<file path="src/rtl/uart_tx_core.sv">
module uart_tx_core #(
  parameter int DEPTH = 16
) (
  input  logic       clk,
  input  logic       rst_n,
  input  logic       tick16,
  input  logic       wr_en,
  input  logic [7:0] wr_data,
  input  logic       fifo_mode,
  input  logic       fifo_clr,
  input  logic [6:0] line_ctl,
  output logic       txd,
  output logic       hold_empty,
  output logic       all_empty,
  output logic       tx_irq
);
  localparam int AW = (DEPTH > 1) ? $clog2(DEPTH) : 1;
  localparam int CW = AW + 1;

  logic [7:0]    mem [DEPTH];
  logic [AW-1:0] rd_p, wr_p;
  logic [CW-1:0] cnt;
  logic          busy;
  logic [15:0]   frame, nframe;
  logic [7:0]    tcnt, tend, ntend;

  wire [CW-1:0] cap  = fifo_mode ? CW'(DEPTH) : CW'(1);
  wire          pop  = !busy && (cnt != 0) && !fifo_clr;
  wire          push = wr_en && !fifo_clr && ((cnt < cap) || (pop && cnt == cap));

  wire [3:0] nbits = 4'd5 + {2'b00, line_ctl[1:0]};
  wire [7:0] dat   = mem[rd_p] & (8'hFF >> (2'd3 - line_ctl[1:0]));
  wire       par   = line_ctl[5] ? ~line_ctl[4] : ((^dat) ^ ~line_ctl[4]);
  wire [7:0] stopt = !line_ctl[2] ? 8'd16 : (line_ctl[1:0] == 2'b00 ? 8'd24 : 8'd32);

  function automatic logic [AW-1:0] nxt(input logic [AW-1:0] p);
    return (p == AW'(DEPTH - 1)) ? '0 : p + 1'b1;
  endfunction

  always_comb begin
    nframe    = '1;
    nframe[0] = 1'b0;
    for (int i = 0; i < 8; i++)
      if (i < int'(nbits)) nframe[i+1] = dat[i];
    if (line_ctl[3]) nframe[nbits + 4'd1] = par;
    ntend = {4'(nbits + 4'd1 + {3'b000, line_ctl[3]}), 4'b0000} + stopt;
  end

  always_ff @(posedge clk)
    if (push) mem[wr_p] <= wr_data;

  always_ff @(posedge clk or negedge rst_n) begin
    if (!rst_n) begin
      rd_p <= '0; wr_p <= '0; cnt <= '0;
      busy <= 1'b0; frame <= '1; tcnt <= '0; tend <= '0;
    end else begin
      if (fifo_clr) begin
        rd_p <= '0; wr_p <= '0; cnt <= '0;
      end else begin
        if (push) wr_p <= nxt(wr_p);
        if (pop)  rd_p <= nxt(rd_p);
        cnt <= cnt + CW'(push) - CW'(pop);
      end
      if (pop) begin
        busy <= 1'b1; frame <= nframe; tend <= ntend; tcnt <= '0;
      end else if (busy && tick16) begin
        if (tcnt == tend - 8'd1) busy <= 1'b0;
        tcnt <= tcnt + 8'd1;
      end
    end
  end

  assign txd        = !line_ctl[6] && (!busy || frame[tcnt[7:4]]);
  assign hold_empty = (cnt == 0);
  assign all_empty  = hold_empty && !busy;
  assign tx_irq     = hold_empty;

  a_r10_clear_empties: assert property (@(posedge clk) disable iff (!rst_n)
    fifo_clr |=> hold_empty);
  a_r9_no_overflow: assert property (@(posedge clk) disable iff (!rst_n)
    cnt <= CW'(DEPTH));
  a_r2_start_low: assert property (@(posedge clk) disable iff (!rst_n)
    ($rose(busy) && !line_ctl[6]) |-> !txd);
  a_r9_full_holds: assert property (@(posedge clk) disable iff (!rst_n)
    (cnt == CW'(DEPTH) && busy && !fifo_clr) |=> cnt == CW'(DEPTH));
  a_r6_within_frame: assert property (@(posedge clk) disable iff (!rst_n)
    busy |-> tcnt < tend);
endmodule

</file>
<file path="config.mk">
export PLATFORM = sky130hd
export DESIGN_NAME = uart_tx_core
export DESIGN_NICKNAME = d
export VERILOG_FILES = /design/src/rtl/uart_tx_core.sv
export SDC_FILE = /design/constraint.sdc
export NUM_CORES = 1
export LEC_CHECK = 0
export BUFFER_PORTS_ARGS = -buffer_cell sky130_fd_sc_hd__buf_4
export CAP_MARGIN = 20
export CELL_PAD_IN_SITES_DETAIL_PLACEMENT = 1
export CELL_PAD_IN_SITES_GLOBAL_PLACEMENT = 2
export CORE_MARGIN = 2
export CORE_UTILIZATION = 40
export DETAILED_ROUTE_END_ITERATION = 16
export HOLD_SLACK_MARGIN = 0.08
export PLACE_DENSITY = 0.71
export SLEW_MARGIN = 0
export SYNTH_ARGS = -nofsm -noshare
export SYNTH_HDL_FRONTEND = slang
export SYNTH_SLANG_ARGS = --single-unit
</file>
<file path="constraint.sdc">
create_clock -name clk -period 8.2 [get_ports clk]
set_input_delay 0.41 -clock clk [delete_from_list [all_inputs] [get_ports clk]]
set_output_delay 0.41 -clock clk [all_outputs]
set_load 0.01 [all_outputs]
</file>
After elaboration in Yosys (flattened, before gate mapping)

Memory sizes are Yosys's and may differ from the RTL's.
Cells that the tools add are included.

Flip-flop bits (word level): 46
RAM bits: 128
Output and inout bits: 4
Logic and storage cells: 94
Memories kept: 1

Memories:

| memory | words | bits a word | read ports | clocked after Yosys merged registers in | write ports | RTL line | RTL |
|---|---|---|---|---|---|---|---|
| mem    | 16    | 8           | 1          | 0                                       | 1           | 20       | `logic [7:0] mem [DEPTH];` |

Add/sub/neg operators: 11
Order comparisons: 12
Eq/ne operators: 4
Shift-type cells: 1
Muxes and demuxes: 32
Bitwise gates (word level): 3
Reduce and logical (&&, ||, !) cells: 23

Operator list:

| cell                                                                 | number |
|---|---|
| 4-bit 2-to-1 mux                                                     | 6 |
| 16-bit bitwise mux                                                   | 1 |
| 3-bit by 4-bit < comparator with 1-bit output, first input constant  | 4 |
| 1-bit 2-to-1 mux                                                     | 16 |
| 16-bit 2-to-1 mux                                                    | 1 |
| 8-bit 2-to-1 mux                                                     | 2 |
| 4-bit by 1-bit adder with 4-bit output, second input constant        | 3 |
| 6-bit 2-to-1 mux                                                     | 2 |
| 4-bit by 5-bit < comparator with 1-bit output, second input constant | 2 |
| 5-bit 2-to-1 mux                                                     | 2 |
| 1-bit logical AND                                                    | 9 |
| 8-bit by 1-bit adder with 8-bit output, second input constant        | 1 |
| 8-bit by 6-bit adder with 8-bit output                               | 1 |
| 8-bit bitwise AND                                                    | 1 |
| 4-bit == test, second input constant                                 | 2 |
| 8-bit == test                                                        | 1 |
| 1-bit by 4-bit < comparator with 1-bit output, first input constant  | 2 |
| 2-bit by 4-bit < comparator with 1-bit output, first input constant  | 2 |
| 2-bit nonzero test                                                   | 4 |
| 8-bit parity                                                         | 1 |
| 8-bit by 2-bit right shift with 8-bit output, first input constant   | 1 |
| 8-bit by 1-bit subtractor with 8-bit output, second input constant   | 1 |
| 5-bit by 1-bit adder with 5-bit output                               | 1 |
| 5-bit == test                                                        | 1 |
| 16 further kinds                                                     | 19 |

Logic depth before layout (Yosys ltp)

Depth in word-level cells: 9
Gate-level depth with buffers: 19
Depth with buffers taken out: 19

Least setup slack after synthesis

OpenSTA, ideal clock, no wires.

Kind: register to register
Start point: register cnt[2]
End point: register cnt[4]
Arrival time: 3586 ps
Required time: 8122 ps
Slack: 4536 ps
Stages on the path, launching flop included: 19
Path buffers: 3
Clock period less this slack: 3664 ps
Cell sequence: dfrtp_1 -> inv_1 -> ha_1 -> nor4b_1 -> or3_1 -> clkbuf_1 -> inv_1 -> clkbuf_1 -> buf_1 -> ha_1 -> inv_1 -> ha_1 -> inv_1 -> fa_1 -> nor2_1 -> nor2_1 -> nor2_1 -> or3_1 -> a21oi_1

Cells in the longest elaborated chain, start to end: 9
Elaborated cells between the ends (all ways): 11
Those cells by class: add/sub (2); order compare (1); eq/ne (1); mux (1); reduce/logical (6)

RTL lines:

| element                                         | RTL line | RTL |
|---|---|---|
| start, declared                                 | 22       | `logic [CW-1:0] cnt;` |
| start signal, assigned                          | 62       | `cnt <= cnt + CW'(push) - CW'(pop);` |
| 5-bit nonzero test (*)                          | 28       | `wire pop = !busy && (cnt != 0) && !fifo_clr;` |
| 1-bit logical AND (*) (2 in a row)              | 28       |  |
| net pop                                         | 28       |  |
| 1-bit logical AND                               | 29       | `wire push = wr_en && !fifo_clr && ((cnt < cap) \|\| (pop && cnt == cap));` |
| 1-bit logical OR                                | 29       |  |
| 1-bit logical AND                               | 29       |  |
| 5-bit by 1-bit adder with 5-bit output          | 62       |  |
| 5-bit by 1-bit subtractor with 5-bit output (*) | 62       |  |
| 5-bit 2-to-1 mux (*)                            | 57       | `if (fifo_clr) begin` |

Mark *: on every way through the listed nets, which the timed path passes. The rest lies on a longest branch.
A chain may end at the register's enable or synchronous reset.

Worst setup path in the final report

Start point: register cnt[2]
End point: register cnt[4]

Cells in the longest elaborated chain, start to end: 9
Elaborated cells between the ends (all ways): 11
Those cells by class: add/sub (2); order compare (1); eq/ne (1); mux (1); reduce/logical (6)

RTL lines:

| element                                                    | RTL line |
|---|---|
| branches (longest 7 deep; another with 5-bit < comparator) | n/a |
| 5-bit by 1-bit subtractor with 5-bit output (*)            | 62 |
| 5-bit 2-to-1 mux (*)                                       | 57 |

Every way passes the cells marked *.

==> run_summary.xml <==
<?xml version="1.0" encoding="UTF-8"?>
<metrics>
  <group name="final_layout">
    <metric name="fill_cells" unit="">1853</metric>
    <metric name="ratio_of_cells_with_drive_above_1_in_the_final_layout" unit="%">20.1</metric>
    <metric name="diodes" unit="">0</metric>
    <metric name="relative_area_change_from_synthesis_to_final_layout" unit="%">13.5</metric>
    <metric name="multiInputGateArea" unit="mm2">0.00265</metric>
    <metric name="seq_area" unit="mm2">0.00484</metric>
    <metric name="numnets_final" unit="">604</metric>
  </group>
  <group name="synth">
    <metric name="ys.warnings.count" unit="">0</metric>
    <metric name="synthMuxAreaShare" unit="%">11.5</metric>
    <metric name="netlist-cell-type-count" unit="">47</metric>
    <metric name="synth_async_sr_flop_share" unit="%">23.4</metric>
    <metric name="synthFlopType" unit="">sky130_fd_sc_hd__edfxtp_1</metric>
    <metric name="synthDominantCellAreaShare" unit="%">50.1</metric>
    <metric name="postSynthRegisterBits" unit="">167</metric>
    <metric name="gate_count_of_the_mapped_netlist" unit="">525</metric>
    <metric name="synth_top_family_by_area" unit="">multiplexers</metric>
    <metric name="synth.largest_area_cell" unit="">sky130_fd_sc_hd__edfxtp_1</metric>
    <metric name="synth.area.top_cells" unit="">sky130_fd_sc_hd__edfxtp_1, sky130_fd_sc_hd__dfrtp_1, sky130_fd_sc_hd__mux4_2, sky130_fd_sc_hd__ha_1, sky130_fd_sc_hd__dfstp_2</metric>
    <metric name="synth_xor_area_share" unit="%">3.47</metric>
    <metric name="post_synth.cell_area_avg" unit="um2">14.6</metric>
    <metric name="synth-edff-count" unit="">128</metric>
    <metric name="synth_nets" unit="">579</metric>
    <metric name="compound_cell_area_share_of_the_yosys_netlist" unit="%">5.25</metric>
    <metric name="yosys.area_share.simple" unit="%">8.47</metric>
    <metric name="syn-cell-area" unit="mm2">0.00768</metric>
    <metric name="synthAdderAreaFrac" unit="%">5.57</metric>
    <metric name="ys_seq_area_share" unit="%">63.0</metric>
  </group>
  <group name="clock_tree">
    <metric name="cts.repair.resized" unit="">0</metric>
    <metric name="tritoncts" unit="">built</metric>
    <metric name="clock_path_buffers" unit="">2</metric>
    <metric name="cts.reportedPaths.clkPinSlew" unit="ps">70</metric>
    <metric name="numCtsBuffers" unit="">17</metric>
    <metric name="number_of_sinks_on_the_clock_net" unit="">167</metric>
    <metric name="clock_insertion_delay_worst_skew" unit="ps">430</metric>
    <metric name="clockRootBuffer" unit="">sky130_fd_sc_hd__clkbuf_16</metric>
    <metric name="cts.repair_timing.setup_buffer_count" unit="">0</metric>
    <metric name="cts.htree.levels" unit="">4</metric>
  </group>
  <group name="pwr">
    <metric name="power.ir.vdd_worst" unit="mV">0.157</metric>
    <metric name="power_leakage" unit="nW">3.13</metric>
    <metric name="power-per-cell-area" unit="mW/mm2">278</metric>
  </group>
  <group name="route">
    <metric name="first_pass_iters" unit="">4</metric>
    <metric name="via_per_inst" unit="">5.51</metric>
    <metric name="antenna_violating_nets_post_route" unit="">0</metric>
    <metric name="dr.first_iter.drc_count" unit="">201</metric>
    <metric name="post_drt_wl_per_cell" unit="um">21.5</metric>
    <metric name="detailroute.via_count" unit="">4388</metric>
    <metric name="route.detailed.drc" unit="">0</metric>
    <metric name="finalWirelength" unit="mm">17.1</metric>
  </group>
  <group name="sta">
    <metric name="finish_stage_setup_viols" unit="">0</metric>
    <metric name="grt_setup_unrepaired" unit="">false</metric>
    <metric name="fmaxAchievable" unit="MHz">233</metric>
    <metric name="final.setup_skew" unit="ps">16.1</metric>
    <metric name="slew-limit-headroom" unit="%">28.7</metric>
    <metric name="setup_tns" unit="ps">0</metric>
    <metric name="final.min_clock_period" unit="ps">4290</metric>
    <metric name="finalMaxSlewViolations" unit="">0</metric>
    <metric name="period_share" unit="%">52.3</metric>
    <metric name="final.hold.worst_slack" unit="ps">235</metric>
    <metric name="final_hold_viol_count" unit="">0</metric>
    <metric name="worst_slew_pin_slew" unit="ps">1070</metric>
  </group>
  <group name="grt">
    <metric name="globalRoute.totalOverflow" unit="">0</metric>
    <metric name="first_global_vias" unit="">4865</metric>
    <metric name="antenna_violations_before_repair" unit="">0</metric>
    <metric name="first_pass_grt_wire_length" unit="mm">27.8</metric>
    <metric name="groute.usage.overall" unit="%">18.5</metric>
    <metric name="maximum_number_of_pins_on_one_net_before_global_route_repair" unit="">42</metric>
  </group>
  <group name="worst_setup_path">
    <metric name="cp_launch_type" unit="">register</metric>
    <metric name="cp.required" unit="ps">8540</metric>
    <metric name="worst-setup-path-type" unit="">register to register</metric>
    <metric name="timing.critical_path.arrival" unit="ps">4630</metric>
    <metric name="timing.critical_path.to_type" unit="">register</metric>
    <metric name="critPathMaxFanout" unit="">29</metric>
  </group>
  <group name="hold_path">
    <metric name="kind_of_path_behind_the_tightest_hold_check" unit="">input pin to register</metric>
  </group>
  <group name="floorplanning">
    <metric name="placeableCoreArea" unit="mm2">0.0188</metric>
    <metric name="standard_cell_rows" unit="">50</metric>
    <metric name="die_y" unit="um">143</metric>
    <metric name="pin_count" unit="">25</metric>
    <metric name="floorplan_die_width" unit="um">143</metric>
    <metric name="die_area" unit="mm2">0.0203</metric>
    <metric name="start_util" unit="%">40.9</metric>
  </group>
  <group name="place">
    <metric name="finalWeightedCongestion" unit="">0.736</metric>
    <metric name="dp_hpwl" unit="mm">11.2</metric>
    <metric name="numPortBuffers" unit="">24</metric>
  </group>
  <group name="outcome">
    <metric name="run_status" unit="">finished, final reports clean</metric>
  </group>
  <group name="job">
    <metric name="maxCapViolCount" unit="">0</metric>
  </group>
</metrics>
-- path summary, 6_finish.rpt --
kind	endpoint	from	cells after the start	slack [ps]
min reg2reg	frame[2]$_DFFE_PN1N_	frame[2]$_DFFE_PN1N_	2	460
min in group asynchronous	tcnt[2]$_DFFE_PN0P_	rst_n	2	510
max	cnt[4]$_DFF_PN0_	cnt[2]$_DFF_PN0_	15	3910
min	tend[3]$_DFFE_PN0N_	line_ctl[2]	3	240
max reg2reg	cnt[4]$_DFF_PN0_	cnt[2]$_DFF_PN0_	15	3910
max in group asynchronous	rd_p[0]$_DFFE_PN0P_	rst_n	2	7300
-- kinds of logic (layout without fill, tap and decap cells) --
logic type / count (synthesis) / count (layout)
buffers and inverters: 52 / 90
multiplexers: 50 / 50
adder cells (fa/ha/maj): 33 / 33
flip-flops: 167 / 167
XOR/XNOR: 28 / 28
AO/OA/AOI/OAI: 63 / 63
AND/OR/NAND/NOR: 132 / 132
-- per-layer routing --
layer | GRT usage (%) | wire length [um]
met5 | 0 | 0
met4 | 6.72 | 338
met3 | 3.23 | 417
met2 | 31.5 | 8720
met1 | 23.9 | 7630
-- flip-flops by register name, summed over array words and instances, names as in the netlist --
register / cells
cnt: 5
rd_p: 4
tcnt: 8
mem: 128
busy: 1
wr_p: 4
frame: 12
tend: 5
-- layout by cell type (no fill, tap or decap), drive strengths merged, types with 3 or more instances in the layout --
master and n:
buf 30, xnor2 12, clkbuf 18, nand4 7
edfxtp 128, nor4 4, a22oi 14, a41oi 3
ha 31, nand3b 4, inv 32, nand2 34
o21ai 15, or3 3, xor2 15, a31oi 9
nor2b 8, mux2 3, nor3 3, a21oi 13
nand3 9, dfstp 12, dfrtp 27, mux4 30
and2 7, and3 9, nor2 39, clkinv 5
mux2i 17
-- repair_timing --
item,4_1_cts,5_1_grt
hold buffers,1,0
endpoints found under the setup margin,0,0
endpoints found under the hold margin,27,0
-- final cells by class --
type / count / share of cell area [%]
Timing Repair Buffer: 31 / 2.70
Sequential cell: 167 / 55.5
Tap cell: 234 / 3.36
Multi-Input combinational cell: 306 / 30.4
Clock buffer: 18 / 4.92
Inverter: 27 / 1.16
Clock inverter: 14 / 1.95
-- critical path, cell delays in order, from the launching register on --
cell and delay (ps):
sky130_fd_sc_hd__dfrtp_1 380, sky130_fd_sc_hd__inv_1 140, sky130_fd_sc_hd__ha_1 200, sky130_fd_sc_hd__nor4b_1 630, sky130_fd_sc_hd__or3_1 600, sky130_fd_sc_hd__inv_1 580
sky130_fd_sc_hd__ha_1 470, sky130_fd_sc_hd__inv_1 40, sky130_fd_sc_hd__ha_1 180, sky130_fd_sc_hd__inv_1 70, sky130_fd_sc_hd__fa_1 200, sky130_fd_sc_hd__nor2_1 50
sky130_fd_sc_hd__nor2_1 90, sky130_fd_sc_hd__nor2_1 50, sky130_fd_sc_hd__or3_1 350, sky130_fd_sc_hd__a21oi_1 170
-- through the flow --
| step | setup WS (ps) | utilization (%) | power (mW) | instance area (um2) | cells |
|---|---|---|---|---|---|
| 4_1_cts | 3790 | 46.4 | 2.46 | 8720 | 797 |
| 3_5_place_dp | 3810 | 43.2 | 1.64 | 8110 | 764 |
| 5_1_grt | 3310 | 46.4 | 2.56 | 8720 | 797 |
| 6_report | 3910 | 46.4 | 2.43 | 8720 | 797 |
| 3_3_place_gp | 4150 | 43.2 | 1.62 | 8110 | 764 |
| 2_1_floorplan | 4540 | - | 1.48 | 7680 | 525 |
-- synthesized netlist by cell type (2+ instances only) --
| cell type | n |
|---|---|
| sky130_fd_sc_hd__a221oi_1 | 2 |
| sky130_fd_sc_hd__o211ai_1 | 2 |
| sky130_fd_sc_hd__inv_1 | 27 |
| sky130_fd_sc_hd__a41oi_1 | 3 |
| sky130_fd_sc_hd__nand3b_1 | 4 |
| sky130_fd_sc_hd__mux2i_1 | 17 |
| sky130_fd_sc_hd__mux2_2 | 3 |
| sky130_fd_sc_hd__fa_1 | 2 |
| sky130_fd_sc_hd__a21oi_1 | 13 |
| sky130_fd_sc_hd__nor4_1 | 4 |
| sky130_fd_sc_hd__ha_1 | 31 |
| sky130_fd_sc_hd__a22oi_1 | 14 |
| sky130_fd_sc_hd__and2_1 | 7 |
| sky130_fd_sc_hd__dfstp_2 | 12 |
| sky130_fd_sc_hd__nor2_1 | 38 |
| sky130_fd_sc_hd__and3_1 | 9 |
| sky130_fd_sc_hd__dfrtp_1 | 27 |
| sky130_fd_sc_hd__nand3_1 | 9 |
| sky130_fd_sc_hd__nor3_1 | 3 |
| sky130_fd_sc_hd__a31oi_1 | 9 |
| sky130_fd_sc_hd__nand2_1 | 34 |
| sky130_fd_sc_hd__mux4_2 | 30 |
| sky130_fd_sc_hd__or3_1 | 3 |
| sky130_fd_sc_hd__nand4_1 | 7 |
| sky130_fd_sc_hd__xnor2_1 | 12 |
| sky130_fd_sc_hd__o21ai_0 | 12 |
| sky130_fd_sc_hd__nor2b_1 | 8 |
| sky130_fd_sc_hd__o21ai_1 | 3 |
| sky130_fd_sc_hd__buf_4 | 4 |
| sky130_fd_sc_hd__xor2_1 | 14 |
| sky130_fd_sc_hd__buf_2 | 5 |
| sky130_fd_sc_hd__clkbuf_1 | 15 |
| sky130_fd_sc_hd__edfxtp_1 | 128 |
-- where the power goes --
group          total [mW]  internal [mW]  switching [mW]
logic               0.551          0.254           0.297
registers            1.07           1.00          0.0619
clock network       0.809          0.458           0.350
total                2.43           1.72           0.709
Power figures use the tool's default switching activity.
